### config.mk
export PLATFORM = sky130hd
export DESIGN_NAME = rx_resource_fetcher
export DESIGN_NICKNAME = d
export VERILOG_FILES = /design/src/rtl/rrf_pkg.sv /design/src/rtl/rrf_addr_gen.sv /design/src/rtl/rrf_ptr_step.sv /design/src/rtl/rrf_word_bank.sv /design/src/rtl/rx_resource_fetcher.sv
export SDC_FILE = /design/constraint.sdc
export NUM_CORES = 1
export LEC_CHECK = 0
export BUFFER_PORTS_ARGS = -buffer_cell sky130_fd_sc_hd__buf_2
export CAP_MARGIN = 20
export CORE_ASPECT_RATIO = 1.4
export CORE_UTILIZATION = 45
export DETAILED_ROUTE_END_ITERATION = 8
export PLACE_DENSITY = 0.7
export SLEW_MARGIN = 20
export SYNTH_ARGS = -nofsm -noshare
export SYNTH_HDL_FRONTEND = slang
export SYNTH_SLANG_ARGS = --single-unit
### constraint.sdc
create_clock -name clk -period 7.9 [get_ports clk]
set_input_delay 1.185 -clock clk [delete_from_list [all_inputs] [get_ports clk]]
set_output_delay 1.185 -clock clk [all_outputs]
set_load 0.03 [all_outputs]
### src/rtl/rrf_pkg.sv
// Package: shared types for the receive resource ring fetcher.
// Assumes: nothing beyond IEEE 1800-2017.
package rrf_pkg;
    typedef enum logic [1:0] {
        RRF_IDLE = 2'd0,
        RRF_READ = 2'd1,
        RRF_DONE = 2'd2
    } rrf_state_e;
endpackage

### src/rtl/rrf_addr_gen.sv
// Module: rrf_addr_gen
// Forms the byte address of one descriptor entry from the segment, the
// read pointer, the entry index and the slot width.
// Assumes: narrow slots are 2 bytes, wide slots are 4 bytes; the low half
// of a wide slot sits at the slot's first address.
module rrf_addr_gen #(
    parameter int PTR_W = 16,
    parameter int IDX_W = 2
) (
    input  logic [PTR_W-1:0]   seg,
    input  logic [PTR_W-1:0]   ptr,
    input  logic [IDX_W-1:0]   idx,
    input  logic               wide,
    output logic [2*PTR_W-1:0] addr
);
    localparam int AW = 2 * PTR_W;

    logic [AW-1:0] offset;

    // Scale the entry index by the slot size.
    always_comb begin
        offset = '0;
        if (wide) offset[IDX_W+1:2] = idx;
        else      offset[IDX_W:1]   = idx;
    end

    // Full-width add so a carry reaches the segment.
    always_comb addr = {seg, ptr} + offset;
endmodule

### src/rtl/rrf_ptr_step.sv
// Module: rrf_ptr_step
// Advances the read pointer by one descriptor, wraps it to the ring base
// at the ring limit, and compares the result with the write pointer.
// Assumes: a descriptor has ENTRIES slots of 2 or 4 bytes.
module rrf_ptr_step #(
    parameter int PTR_W   = 16,
    parameter int ENTRIES = 4
) (
    input  logic [PTR_W-1:0] rd_ptr,
    input  logic [PTR_W-1:0] base_ptr,
    input  logic [PTR_W-1:0] limit_ptr,
    input  logic [PTR_W-1:0] wr_ptr,
    input  logic             wide,
    output logic [PTR_W-1:0] next_ptr,
    output logic             exhaust
);
    localparam logic [PTR_W-1:0] STEP_NARROW = PTR_W'(ENTRIES * 2);
    localparam logic [PTR_W-1:0] STEP_WIDE   = PTR_W'(ENTRIES * 4);

    logic [PTR_W-1:0] advanced;

    // Step past the descriptor, modulo the pointer width.
    always_comb advanced = rd_ptr + (wide ? STEP_WIDE : STEP_NARROW);

    // Wrap at the limit, then test against the software pointer.
    always_comb begin
        next_ptr = (advanced == limit_ptr) ? base_ptr : advanced;
        exhaust  = (next_ptr == wr_ptr);
    end
endmodule

### src/rtl/rrf_word_bank.sv
// Module: rrf_word_bank
// Holds one captured word per descriptor entry; a write lands in the slot
// selected by the entry index.
// Assumes: synchronous active-low reset clears all slots.
module rrf_word_bank #(
    parameter int DW      = 16,
    parameter int ENTRIES = 4,
    parameter int IDX_W   = 2
) (
    input  logic                  clk,
    input  logic                  rst_n,
    input  logic                  wr_en,
    input  logic [IDX_W-1:0]      wr_idx,
    input  logic [DW-1:0]         wr_data,
    output logic [ENTRIES*DW-1:0] words
);
    for (genvar i = 0; i < ENTRIES; i++) begin : g_slot
        logic [DW-1:0] q;

        // Capture the acknowledged word into its own slot.
        always_ff @(posedge clk) begin
            if (!rst_n)                            q <= '0;
            else if (wr_en && wr_idx == IDX_W'(i)) q <= wr_data;
        end

        assign words[i*DW +: DW] = q;
    end
endmodule

### src/rtl/rx_resource_fetcher.sv
// Module: rx_resource_fetcher
// Sequences four single-word reads of a receive resource descriptor,
// exposes the fetched buffer address and word count, and produces the
// advanced read pointer with wrap and exhaustion status.
// Assumes: mem_addr is held until mem_ack; one ack per request; inputs
// are sampled only on the start edge.
module rx_resource_fetcher #(
    parameter int PTR_W   = 16,
    parameter int ENTRIES = 4
) (
    input  logic               clk,
    input  logic               rst_n,
    input  logic               fetch_go,
    input  logic [PTR_W-1:0]   seg_upper,
    input  logic [PTR_W-1:0]   ring_base,
    input  logic [PTR_W-1:0]   ring_limit,
    input  logic [PTR_W-1:0]   ring_rd,
    input  logic [PTR_W-1:0]   ring_wr,
    input  logic               wide_bus,
    output logic               mem_req,
    output logic [2*PTR_W-1:0] mem_addr,
    input  logic               mem_ack,
    input  logic [PTR_W-1:0]   mem_rdata,
    output logic [PTR_W-1:0]   buf_ptr_lo,
    output logic [PTR_W-1:0]   buf_ptr_hi,
    output logic [PTR_W-1:0]   buf_words_lo,
    output logic [PTR_W-1:0]   buf_words_hi,
    output logic [PTR_W-1:0]   rd_ptr_new,
    output logic               pool_exhausted,
    output logic               fetch_done,
    output logic               busy
);
    import rrf_pkg::*;

    localparam int IDX_W = (ENTRIES > 1) ? $clog2(ENTRIES) : 1;
    localparam logic [IDX_W-1:0] LAST_IDX = IDX_W'(ENTRIES - 1);

    rrf_state_e       state;
    logic [IDX_W-1:0] idx;
    logic [PTR_W-1:0] l_seg, l_base, l_limit, l_rd, l_wr;
    logic             l_wide;
    logic             take;
    logic             last_take;
    logic [PTR_W-1:0] step_ptr;
    logic             step_exh;
    logic [ENTRIES*PTR_W-1:0] words;

    // An acknowledged read and the final one.
    always_comb begin
        take      = (state == RRF_READ) && mem_ack;
        last_take = take && (idx == LAST_IDX);
    end

    // Control sequence: idle, reading entries, one done cycle.
    always_ff @(posedge clk) begin
        if (!rst_n) begin
            state <= RRF_IDLE;
        end else begin
            unique case (state)
                RRF_IDLE: if (fetch_go)  state <= RRF_READ;
                RRF_READ: if (last_take) state <= RRF_DONE;
                RRF_DONE: state <= RRF_IDLE;
                default:  state <= RRF_IDLE;
            endcase
        end
    end

    // Entry counter: cleared on start, stepped per acknowledge.
    always_ff @(posedge clk) begin
        if (!rst_n)                                  idx <= '0;
        else if (state == RRF_IDLE && fetch_go)      idx <= '0;
        else if (take && !last_take)                 idx <= idx + 1'b1;
    end

    // Latch the configuration only on an accepted start.
    always_ff @(posedge clk) begin
        if (!rst_n) begin
            l_seg   <= '0;
            l_base  <= '0;
            l_limit <= '0;
            l_rd    <= '0;
            l_wr    <= '0;
            l_wide  <= 1'b0;
        end else if (state == RRF_IDLE && fetch_go) begin
            l_seg   <= seg_upper;
            l_base  <= ring_base;
            l_limit <= ring_limit;
            l_rd    <= ring_rd;
            l_wr    <= ring_wr;
            l_wide  <= wide_bus;
        end
    end

    rrf_addr_gen #(
        .PTR_W (PTR_W),
        .IDX_W (IDX_W)
    ) u_addr (
        .seg  (l_seg),
        .ptr  (l_rd),
        .idx  (idx),
        .wide (l_wide),
        .addr (mem_addr)
    );

    rrf_ptr_step #(
        .PTR_W   (PTR_W),
        .ENTRIES (ENTRIES)
    ) u_step (
        .rd_ptr    (l_rd),
        .base_ptr  (l_base),
        .limit_ptr (l_limit),
        .wr_ptr    (l_wr),
        .wide      (l_wide),
        .next_ptr  (step_ptr),
        .exhaust   (step_exh)
    );

    rrf_word_bank #(
        .DW      (PTR_W),
        .ENTRIES (ENTRIES),
        .IDX_W   (IDX_W)
    ) u_bank (
        .clk     (clk),
        .rst_n   (rst_n),
        .wr_en   (take),
        .wr_idx  (idx),
        .wr_data (mem_rdata),
        .words   (words)
    );

    // Commit pointer result and exhaustion on the final acknowledge.
    always_ff @(posedge clk) begin
        if (!rst_n) begin
            rd_ptr_new     <= '0;
            pool_exhausted <= 1'b0;
        end else if (last_take) begin
            rd_ptr_new     <= step_ptr;
            pool_exhausted <= step_exh;
        end
    end

    // Map descriptor entries onto the named outputs.
    always_comb begin
        buf_ptr_lo   = words[0*PTR_W +: PTR_W];
        buf_ptr_hi   = words[1*PTR_W +: PTR_W];
        buf_words_lo = words[2*PTR_W +: PTR_W];
        buf_words_hi = words[3*PTR_W +: PTR_W];
    end

    // Handshake and status outputs decoded from the state.
    always_comb begin
        mem_req    = (state == RRF_READ);
        fetch_done = (state == RRF_DONE);
        busy       = (state != RRF_IDLE);
    end
endmodule

Word-level counts from Yosys, hierarchy flattened:

Cells that the tools add are included.

* register bits after elaboration: 166
* input bits: 101
* logic and storage cells: 48

* $add $sub $neg: 3
* equal/unequal tests: 9
* multiplexer cells: 8
* bitwise gates (word level): 1
* reductions and logical operators: 13

Operators with widths (number)
* adder 32 x 4 -> 32 bit: 1
* == test 16 bit: 2
* adder 16 bit: 1
* two-way mux 16 bit: 1
* logical AND 1 bit: 7
* == test 2 bit, second input constant: 3
* two-way mux 5 bit: 1
* == test 2 x 1 -> 1 bit, second input constant: 2
* zero test 2 bit: 2
* two-way mux 2 bit: 2
* case mux 2 bit (2 select lines): 1
* two-way mux 1 bit: 3
* adder 2 x 1 -> 2 bit, second input constant: 1
* inequality test 2 x 1 -> 1 bit, second input constant: 1
* inequality test 2 bit, second input constant: 1
* AND reduction 2 bit: 1
* nonzero test 2 bit: 1
* OR reduction 2 bit: 1
* zero test 1 bit: 1
* NOT 1 bit: 1

Longest topological paths before layout:

Gate-level depths: netlist (run 1).

* depth after elaboration: 5
* mapped depth: 15
* gate-level depth less buffers: 13

By module:

From an unflattened synthesis (run 1), not the netlist that was laid out.

* cells, all modules: 924
* area total of the unflattened synthesis: 8110.3 sq um

Modules (own cells, without submodules)
* rx_resource_fetcher: times used 1, cells each 449, area an instance 3856.2 sq um
* rrf_word_bank: times used 1, cells each 228, area an instance 2368.5 sq um
* rrf_ptr_step: times used 1, cells each 149, area an instance 1173.6 sq um
* rrf_addr_gen: times used 1, cells each 98, area an instance 711.9 sq um

Worst setup path after synthesis (run 1):

No wires, ideal clock.

* path type: register -> output
* start point: reg idx[0]
* end point: out mem_addr[31]
* data arrival time: 2930 ps
* required time: 6715 ps
* path slack: 3785 ps
* cell stages (with the launch flop): 14
* path buffers: 0
* path through: dfxtp_1 -> inv_1 -> nor2_1 -> ha_1 -> inv_1 -> fa_1 -> nor2b_1 -> o21ai_0 -> nor2_1 -> nand2_1 -> nor3_1 -> nand2_1 -> nor3_1 -> xor2_1

* cells in the longest elaborated chain, start to end: 2
* elaborated cells between the ends (all ways): 3
* classes of those cells: add/sub: 1; mux: 2

Ends and longest elaborated chain
* start: declaration: RTL line rx_resource_fetcher.sv:39 `logic [IDX_W-1:0] idx;`
* start signal: assignment: RTL line rx_resource_fetcher.sv:72 `else if (take && !last_take) idx <= idx + 1'b1;`
* two-way mux 1 bit: RTL line rrf_addr_gen.sv:23 `if (wide) offset[IDX_W+1:2] = idx;`
* adder 32 x 4 -> 32 bit (*): RTL line rrf_addr_gen.sv:28 `always_comb addr = {seg, ptr} + offset;`
* end: declaration: RTL line rx_resource_fetcher.sv:21 `output logic [2*PTR_W-1:0] mem_addr,`

Every way passes the cells marked *; elsewhere a longest branch is shown, timed or not.

Worst setup path after layout (run 1):

Ends and elaborated chain as after synthesis.

==> reports/metrics.yaml, run 1 <==
async_flop_share: 0
drv_slew: 0
rows: 56
cts-htree-levels: 4
worstSetupEndpointType: "output pin"
syn_avg_cell_area_um2: 8.23
startpoint_type: "flop"
die_area_um2: 18100
yosys.area_share.adder: 0.0193
die_h_um: 159
use_met1: 0.279
path_clk_slew_ps: 70
intPower_mw: 1.38
cp_data_arrival_time_ps: 3830
clkSinkCount: 166
grt_overflow: 0
syn_nets: 1071
fmax_mhz: 199
status: "complete, no violations"
worstHoldStart: "u_bank.g_slot[0].q[0]$_SDFFE_PN0P_"
post_layout_nonfiller_instances: 1381
p_per_area_nw_per_um2: 203
drv_cap: 0
met2_usage: 0.439
muxShareOfSynthArea: 0.0244
layout-drive-gt1-share: 0.233
cts_buffers: 17
vias: 6909
crit_required_ps: 6710
power.leakage_nw: 4.08
post_cts_buffers: 0
rsz0062_at_grt: "false"
yosys.area_share.simple: 0.236
clockBufferDepth: 2
worst_slew_pin_slew_ps: 1060
design_area_um2: 9610
grt_antenna_before_repair: 2
place_congestion: 0.913
core_um2: 17000
clkLatencyLatePin_ps: 430
synth-seq-cells: 166
grt_pass1_wl_mm: 35.0
wl_per_cell_um: 16.1
synth_cell_types: 53
p_comb_frac: 0.116
final_util: 0.567
timing.setup.tns_ps: 0
synth_area_um2: 7890
hpwl_mm: 16.4
detail_route.drc_violations: 0
synth_xor_area_frac: 0.0769
reg2reg_depth: 14
grtUsageTotal: 0.249
die_w_um: 114
cts_resized: 0
grtUsageMet3: 0.0653
regToRegSetupSlack_ps: 3770
p_switching_mw: 0.567
hold_buffers: 0
synth_cells: 959
ir_worst_vdd_mv: 0.148
period_share: 0.635
swShare: 0.291
p_seq_frac: 0.461
max-slew-margin-rel: 0.296
start_util: 0.466
fin_crit_ps: 5020
drt_iter0_drc: 439
critPathMaxFanout: 5
area_growth_syn_to_layout_pct: 21.8
setup_violations: 0
fin_skew_ps: 18.4
pre_cts_slack_ps: 3290
pwr-share-clk: 0.423
num_io_pins: 217
final_common_cell: "nand2_1"
cts_root_buf: "clkbuf_16"
cts_tree: "done"
io_buffer_count: 216
min_path_cells: 2
finalWirelength_mm: 22.2
grt_max_degree: 88
gr-max-usage-layer: "met2"
grt_pass1_vias: 6753
drt_first_pass_iters: 6
hold_viol: 0
hp-class: "flop to flop"
dpl_cell_area_um2: 9010
nNetsFinal: 1246
holdPathEnd: "u_bank.g_slot[0].q[0]$_SDFFE_PN0P_"
antenna_left: 0
reg2reg_from: "l_wide$_SDFFE_PN0P_"
synth_top_family_by_area: "simple AND/OR/NAND/NOR gates"
fin_ws_ps: 2880
dpl.cell_count: 1347
fillCellCount: 1631
ys_seq_area_frac: 0.421
synth_compound_area_frac: 0.175
worstSetupPathType: "flop to output pin"
reg2reg_to: "pool_exhausted$_SDFFE_PN0P_"
synth_edf_count: 0
vias_per_cell: 5.00
mostFrequentLayoutCells: "nand2_1 (331), buf_2 (215), dfxtp_1 (166), a21boi_0 (146), xnor2_1 (37)"
synth_flop_cell: "dfxtp_1"
ys.warnings.count: 0
==> logic make-up after synthesis <==
family          after synthesis
simple gates                431
compound gates              184
flops                       166
buf+inv                      82
xor+xnor                     66
mux                          19
fa+ha+maj                    11
==> final cells by class <==
| class | count | area (um2) | area share |
|---|---|---|---|
| Sequential cell | 166 | 3320 | 0.346 |
| Clock buffer | 17 | 425 | 0.0442 |
| Timing Repair Buffer | 221 | 1120 | 0.117 |
| Multi-Input combinational cell | 711 | 4210 | 0.438 |
| Antenna cell | 2 | 5.00 | 0.000521 |
| Inverter | 17 | 63.8 | 0.00664 |
| Clock inverter | 15 | 176 | 0.0183 |
| Tap cell | 232 | 290 | 0.0302 |
==> metal layers <==
layer  wire length (um)  vias to the layer above
li1                   -                     3505
met1               8900                     3179
met2              11400                      187
met3               1290                       38
met4                641                        0
met5                  0                        -
==> registers in the layout, summed over array words and instances, names as in the netlist <==
name             count
l_wide               1
l_base              16
l_wr                16
rd_ptr_new          16
u_bank.g_slot.q     64
state                2
l_limit             16
l_rd                16
pool_exhausted       1
idx                  2
l_seg               16
==> critical path, cell delays in order, from the launching register on <==
cell,delay [ps]
dfxtp_1,440
inv_1,110
nor2_1,110
ha_1,170
inv_1,50
fa_1,420
nor2b_1,130
o21ai_0,160
nor2_1,280
nand2_1,200
nor3_1,570
nand2_1,160
nor3_1,270
xor2_1,150
buf_2,210
==> synthesized netlist by cell type, drive strengths merged (3+ instances only) <==
| master | number | area [um2] |
|---|---|---|
| xnor2 | 37 | 324 |
| nand2b | 3 | 18.8 |
| or3 | 3 | 18.8 |
| o211a | 6 | 60.1 |
| clkbuf | 53 | 199 |
| nor2b | 6 | 37.5 |
| o21ai | 15 | 75.1 |
| nor4 | 4 | 52.6 |
| xor2 | 27 | 236 |
| mux2i | 17 | 170 |
| ha | 9 | 113 |
| nor3 | 8 | 40.0 |
| a21oi | 3 | 18.8 |
| a21boi | 146 | 1100 |
| and3 | 7 | 43.8 |
| nor2 | 18 | 67.6 |
| dfxtp | 166 | 3320 |
| inv | 17 | 63.8 |
| buf | 12 | 111 |
| and2 | 16 | 100 |
| nand4 | 12 | 105 |
| nand2 | 332 | 1250 |
| nand3 | 15 | 75.1 |
==> per-stage QoR <==
| step | hold slack, ps | total power, mW |
|---|---|---|
| after floorplan | 443 | 1.06 |
| after global placement | 448 | 1.14 |
| after detailed placement | 455 | 1.15 |
| after CTS | 465 | 1.97 |
| after global routing | 481 | 2.03 |
| final | 464 | 1.95 |
==> worst max path at each step <==
stage,slack [ps],startpoint,end,depth (start not counted)
after floorplan,3780,idx[0]$_SDFFE_PP0P_,mem_addr[31],13
after global placement,3440,l_wide$_SDFFE_PN0P_,mem_addr[28],13
after detailed placement,3290,idx[0]$_SDFFE_PP0P_,mem_addr[31],14
after CTS,2800,idx[0]$_SDFFE_PP0P_,mem_addr[31],14
after global routing,2540,l_wide$_SDFFE_PN0P_,mem_addr[30],13
final,2880,idx[0]$_SDFFE_PP0P_,mem_addr[31],14
==> power groups by stage <==
| stage | sequential [mW] | combinational [mW] | clock [mW] |
|---|---|---|---|
| 3_5_place_dp | 0.920 | 0.227 | 0 |
| 5_1_grt | 0.905 | 0.248 | 0.878 |
| 3_3_place_gp | 0.919 | 0.224 | 0 |
| 6_report | 0.900 | 0.226 | 0.825 |
| 2_1_floorplan | 0.910 | 0.152 | 0 |
| 4_1_cts | 0.900 | 0.228 | 0.845 |
No activity file was read; power rests on OpenSTA's default activity.
==> run 2, diff against run 1 <==
clock period = 4.9 ns   (was 7.9 ns; I/O delays follow)
==> run 2 against run 1 <==
Register-to-register slack worse by 3100 ps. Critical endpoint unchanged. Sequential share of layout area is the same. Global-route usage hardly changed. Via count rose by 1.1%. Power increased by 60%. Clock skew fell by 5.6 ps. Wire length is 0.82% higher.
==> reports/metrics.yaml, run 2 (synthesis results as in run 1) <==
drv_slew: 0  # unchanged
num_io_pins: 217  # unchanged
antenna_left: 0  # unchanged
cp_data_arrival_time_ps: 3610  # -220 ps
grt_antenna_before_repair: 3  # +1
crit_path_top_delay_cell: "dfxtp_1"
die_area_um2: 18100  # unchanged
setup_violations: 0  # unchanged
status: "complete, no violations"
post_cts_buffers: 0  # unchanged
regMostFlops: "u_bank.g_slot.q"
drv_cap: 0  # unchanged
place_congestion: 0.873  # -4.4%
p_per_area_nw_per_um2: 326  # +60%
slowest_delay_ps: 430  # -140 ps
fmax_mhz: 230
vias_per_cell: 5.05  # +0.94%
mostFrequentLayoutCells: "nand2_1 (331), buf_2 (215), dfxtp_1 (166), a21boi_0 (146), xnor2_1 (37)"
worstPathCellList: "inv_1 > nor2_1 > ha_1 > inv_1 > fa_1 > nor2b_1 > o21ai_0 > nor2_1 > nand2_1 > nor3_1 > buf_4 > nand2_1 > nor3_1 > xor2_1 > buf_2"
rsz0062_at_grt: "false"
detail_route.drc_violations: 0  # unchanged
path_clk_slew_ps: 60  # about the same
timing.setup.tns_ps: 0  # unchanged
grt_max_degree: 105  # +19%
largest_register_ff_count: 64  # unchanged
ir_worst_vdd_mv: 0.237  # +60%
fin_crit_ps: 4340
grt_pass1_wl_mm: 35.2  # +0.39%
worst_slew_pin_slew_ps: 847  # -209 ps
crit_required_ps: 4160  # -2550 ps
critPathMaxFanout: 5  # unchanged
dpl_cell_area_um2: 9030  # +0.25%
hpwl_mm: 16.7  # +2.1%
die_w_um: 114  # unchanged
hp-class: "flop to flop"
vias: 6984  # +1.1%
hold_viol: 0  # unchanged
fin_skew_ps: 12.7  # -5.61 ps
seq_area_um2: 3320  # unchanged
wl_per_cell_um: 16.2  # +0.67%
max-slew-margin-rel: 0.435  # +0.139
rows: 56  # unchanged
io_buffer_count: 216  # unchanged
hold_buffers: 0  # unchanged
cts_resized: 0  # unchanged
startpoint_type: "flop"
clkSinkCount: 166  # unchanged
final_common_cell: "nand2_1"
clkLatencyLatePin_ps: 430  # about the same
grtUsageTotal: 0.249  # about the same
multi_input_area_um2: 4210  # about the same
finalWirelength_mm: 22.4  # +0.82%
start_util: 0.466  # unchanged
clockBufferDepth: 2  # unchanged
drt_first_pass_iters: 4  # -2
period_share: 0.886
area_growth_syn_to_layout_pct: 21.8  # unchanged
power.leakage_nw: 4.08  # -0.17%
layout-drive-gt1-share: 0.234  # +0.00134
cts_tree: "done"
die_h_um: 159  # unchanged
drt_iter0_drc: 370  # -16%
grt_overflow: 0  # unchanged
fillCellCount: 1661  # +1.8%
design_area_um2: 9610  # unchanged
worstSetupEndpointType: "output pin"
worstSetupPathType: "flop to output pin"
grt_pass1_vias: 6790  # +0.55%
cts_buffers: 17  # unchanged
cts_root_buf: "clkbuf_16"
nNetsFinal: 1249  # +0.24%
cts-htree-levels: 4  # unchanged
core_um2: 17000  # unchanged
## run 2: worst paths after layout
path / start / to / slack, ps / depth (start not counted)
worst min-delay path: u_bank.g_slot[0].q[1]$_SDFFE_PN0P_ / u_bank.g_slot[0].q[1]$_SDFFE_PN0P_ / 460 / 2
worst max-delay path: idx[0]$_SDFFE_PP0P_ / mem_addr[31] / 560 / 15
worst min register to register: u_bank.g_slot[0].q[1]$_SDFFE_PN0P_ / u_bank.g_slot[0].q[1]$_SDFFE_PN0P_ / 460 / 2
worst max register to register: l_wide$_SDFFE_PN0P_ / pool_exhausted$_SDFFE_PN0P_ / 630 / 14
## run 2: layer usage
| layer | track usage | vias to the layer above | share of wire |
|---|---|---|---|
| li1 | - | 3513 | - |
| met1 | 0.284 | 3246 | 0.41 |
| met2 | 0.444 | 195 | 0.52 |
| met3 | 0.0553 | 28 | 0.051 |
| met4 | 0.0986 | 2 | 0.024 |
| met5 | 0 | - | 0.00054 |
## run 2: per-stage QoR
stage,setup slack (ps),power (mW),util,cells,hold WS (ps)
finish,559,3.13,0.567,1383,461
global route,222,3.26,0.567,1383,480
detailed placement,708,1.85,0.533,1350,457
global placement,790,1.84,0.533,1350,449
CTS,537,3.17,0.567,1381,466
floorplan,1230,1.71,-,959,443
## run 2: cell type report
| class | instances | area share |
|---|---|---|
| clock buffers | 18 | 0.0446 |
| diodes | 2 | 0.000521 |
| well taps | 232 | 0.0302 |
| clock inverters | 13 | 0.0155 |
| inverters | 17 | 0.00664 |
| multi-input cells | 711 | 0.438 |
| flip-flops and latches | 166 | 0.346 |
| repair buffers | 224 | 0.119 |
## run 2: report_power, final
group	internal, mW	switching [mW]	total, mW	leakage [nW]
combinational	0.144	0.219	0.363	2.45
sequential	1.40	0.0565	1.45	1.35
clock	0.754	0.561	1.32	0.273
total	2.30	0.837	3.13	4.08
## run 2: worst max-delay path, delay by kind of cell, from the launching register on
family	cells	cell delay [ps]
adder cells (fa/ha/maj)	2	580
flip-flops	1	430
AND/OR/NAND/NOR	7	1260
XOR/XNOR	1	170
buffers and inverters	4	570
AO/OA/AOI/OAI	1	170
==> run 3, diff against run 2 <==
clock period = 4 ns   (was 4.9 ns; I/O delays follow)
==> run 3 against run 2 <==
Register-to-register slack lost 440 ps. Clock skew shrank 4.2 ps. Power grew 25%. Flip-flop and latch count is the same. Non-clock buffer count grew 4. Die area is the same. Clock power grew 28%. Largest power group unchanged.
==> reports/metrics.yaml, run 3 (synthesis results as in run 1) <==
fmax_mhz: 262
drv_cap: 0  # unchanged
fillCellCount: 1637  # -1.4%
vias_per_cell: 5.04  # -0.29%
crit_path_top_delay_cell: "or4b_1"
core_um2: 17000  # unchanged
critPathMaxFanout: 19  # +14
area_growth_syn_to_layout_pct: 23.2
fin_skew_ps: 8.57  # -4.18 ps
clockBufferDepth: 2  # unchanged
wl_per_cell_um: 16.0  # -1.3%
max-slew-margin-rel: 0.337  # -0.0987
design_area_um2: 9730  # +1.2%
vias: 6984  # unchanged
status: "complete, no violations"
p_switching_mw: 1.08  # +29%
die_area_um2: 18100  # unchanged
hpwl_mm: 16.4  # -1.8%
start_util: 0.466  # unchanged
largest_register_ff_count: 64  # unchanged
worst_slew_pin_slew_ps: 993  # +146 ps
p_comb_frac: 0.115  # about the same
slowest_delay_ps: 530  # +100 ps
die_h_um: 159  # unchanged
rows: 56  # unchanged
clkLatencyLatePin_ps: 430  # about the same
cts-htree-levels: 4  # unchanged
finalWirelength_mm: 22.1  # -1.1%
mostFrequentLayoutCells: "nand2_1 (330), buf_2 (214), dfxtp_1 (164), a21boi_0 (145), xnor2_1 (37)"
period_share: 0.953
startpoint_type: "flop"
grt_pass1_wl_mm: 35.3  # +0.33%
cts_tree: "done"
setup_violations: 0  # unchanged
cpLargestDelayFamily: "simple AND/OR/NAND/NOR gates"
hold_viol: 0  # unchanged
intPower_mw: 2.84  # +24%
p_per_area_nw_per_um2: 404  # +24%
detail_route.drc_violations: 0  # unchanged
grt_max_degree: 102  # -2.9%
grt_antenna_before_repair: 2  # -1
nNetsFinal: 1253  # +0.32%
die_w_um: 114  # unchanged
hold_buffers: 0  # unchanged
cts_buffers: 17  # unchanged
timing.hold.ws_ps: 416  # -44.3 ps
clkSinkCount: 166  # unchanged
grtUsageTotal: 0.251  # +0.00157
swShare: 0.275  # +0.00832
hp-class: "primary input to flop"
grt_overflow: 0  # unchanged
worstSetupEndpointType: "flop"
drt_first_pass_iters: 5  # +1
pwr-share-clk: 0.432  # +0.012
worstSetupPathType: "flop to flop"
power.leakage_nw: 4.14  # +1.5%
crit_required_ps: 4360  # +200 ps
antenna_left: 0  # unchanged
p_seq_frac: 0.453  # -0.011
final_common_cell: "nand2_1"
dpl_cell_area_um2: 9070  # +0.44%
drv_slew: 0  # unchanged
place_congestion: 0.911  # +4.4%
path_buf_inv: 2  # -2
ir_worst_vdd_mv: 0.283  # +19%
grt_pass1_vias: 6767  # -0.34%
num_io_pins: 217  # unchanged
drt_iter0_drc: 328  # -11%
worstPathCellList: "inv_1 > ha_1 > fa_1 > and3_1 > and3_1 > a221o_1 > or4b_1 > nor4_4 > buf_12 > mux2i_1 > xor2_1 > nand4_1 > nor3_1 > a32o_1"
fin_crit_ps: 3810
cts_root_buf: "clkbuf_16"
crit_top_cell: "and3_1"
regMostFlops: "u_bank.g_slot.q"
layout-drive-gt1-share: 0.244  # +0.0103
path_clk_slew_ps: 70  # about the same
cp_data_arrival_time_ps: 4170  # +560 ps
io_buffer_count: 216  # unchanged
## run 3: cell types whose count changed in the layout (fill, tap and decap cells not counted), moves of 2 or more
cell | previous run | this run
buf_4 | 9 | 11
inv_8 | 0 | 6
buf_12 | 0 | 2
clkinvlp_4 | 3 | 0
nor3_2 | 0 | 2
nor3_1 | 8 | 6
dfxtp_1 | 166 | 164
dfxtp_2 | 0 | 2
## run 3: path summary, 6_finish.rpt
check,startpoint,endpoint,slack [ps],depth (start not counted)
worst max-delay path,l_wide$_SDFFE_PN0P_,pool_exhausted$_SDFFE_PN0P_,190,14
worst min-delay path,ring_rd[14],l_rd[14]$_SDFFE_PN0P_,420,3
worst max register to register,l_wide$_SDFFE_PN0P_,pool_exhausted$_SDFFE_PN0P_,190,14
worst min register to register,u_bank.g_slot[1].q[12]$_SDFFE_PN0P_,u_bank.g_slot[1].q[12]$_SDFFE_PN0P_,460,2
## run 3: final cells by class
cell class / instances / area, um2 / share of cell area
Inverter: 17 / 63.8 / 0.00656
Sequential cell: 166 / 3330 / 0.342
Antenna cell: 1 / 2.50 / 0.000257
Tap cell: 232 / 290 / 0.0298
Clock buffer: 17 / 425 / 0.0437
Clock inverter: 15 / 185 / 0.0190
Timing Repair Buffer: 228 / 1200 / 0.123
Multi-Input combinational cell: 711 / 4230 / 0.435
## run 3: power groups by stage
| stage | clock network, mW | logic (mW) | registers [mW] |
|---|---|---|---|
| after global placement | 0 | 0.448 | 1.81 |
| after global routing | 1.80 | 0.496 | 1.79 |
| final | 1.69 | 0.452 | 1.78 |
| after floorplan | 0 | 0.301 | 1.80 |
| after detailed placement | 0 | 0.453 | 1.82 |
| after CTS | 1.73 | 0.454 | 1.78 |
## run 3: through the flow
stage | setup TNS, ps | total power [mW] | worst slack (ps) | utilization | cells
2_1_floorplan | 0 | 2.10 | 470 | - | 959
3_3_place_gp | 0 | 2.26 | 243 | 0.535 | 1352
3_5_place_dp | 0 | 2.27 | 152 | 0.535 | 1352
4_1_cts | 0 | 3.97 | 12.5 | 0.572 | 1385
5_1_grt | -16.1 | 4.08 | -16.1 | 0.574 | 1387
6_report | 0 | 3.93 | 188 | 0.574 | 1387
## run 3: repair_timing
action | in CTS | in global routing
gates resized for setup | 1 | 11
endpoints found under the setup margin | 4 | 12
setup buffers | 1 | 1
pin swaps | 1 | 2
## run 3: routing by layer
layer  track usage  share of wire
met5             0        0.00054
met4         0.102          0.030
met3        0.0687          0.060
met2         0.435           0.51
met1         0.287           0.40
## run 3: worst register-to-register path, cell delays in order (launching register included)
cell     delay [ps]
dfxtp_2         380
inv_1            90
ha_1            230
fa_1            450
and3_1          250
and3_1          190
a221o_1         240
or4b_1          530
nor4_4          220
buf_12          220
mux2i_1         280
xor2_1          180
nand4_1         140
nor3_1          210
a32o_1          140
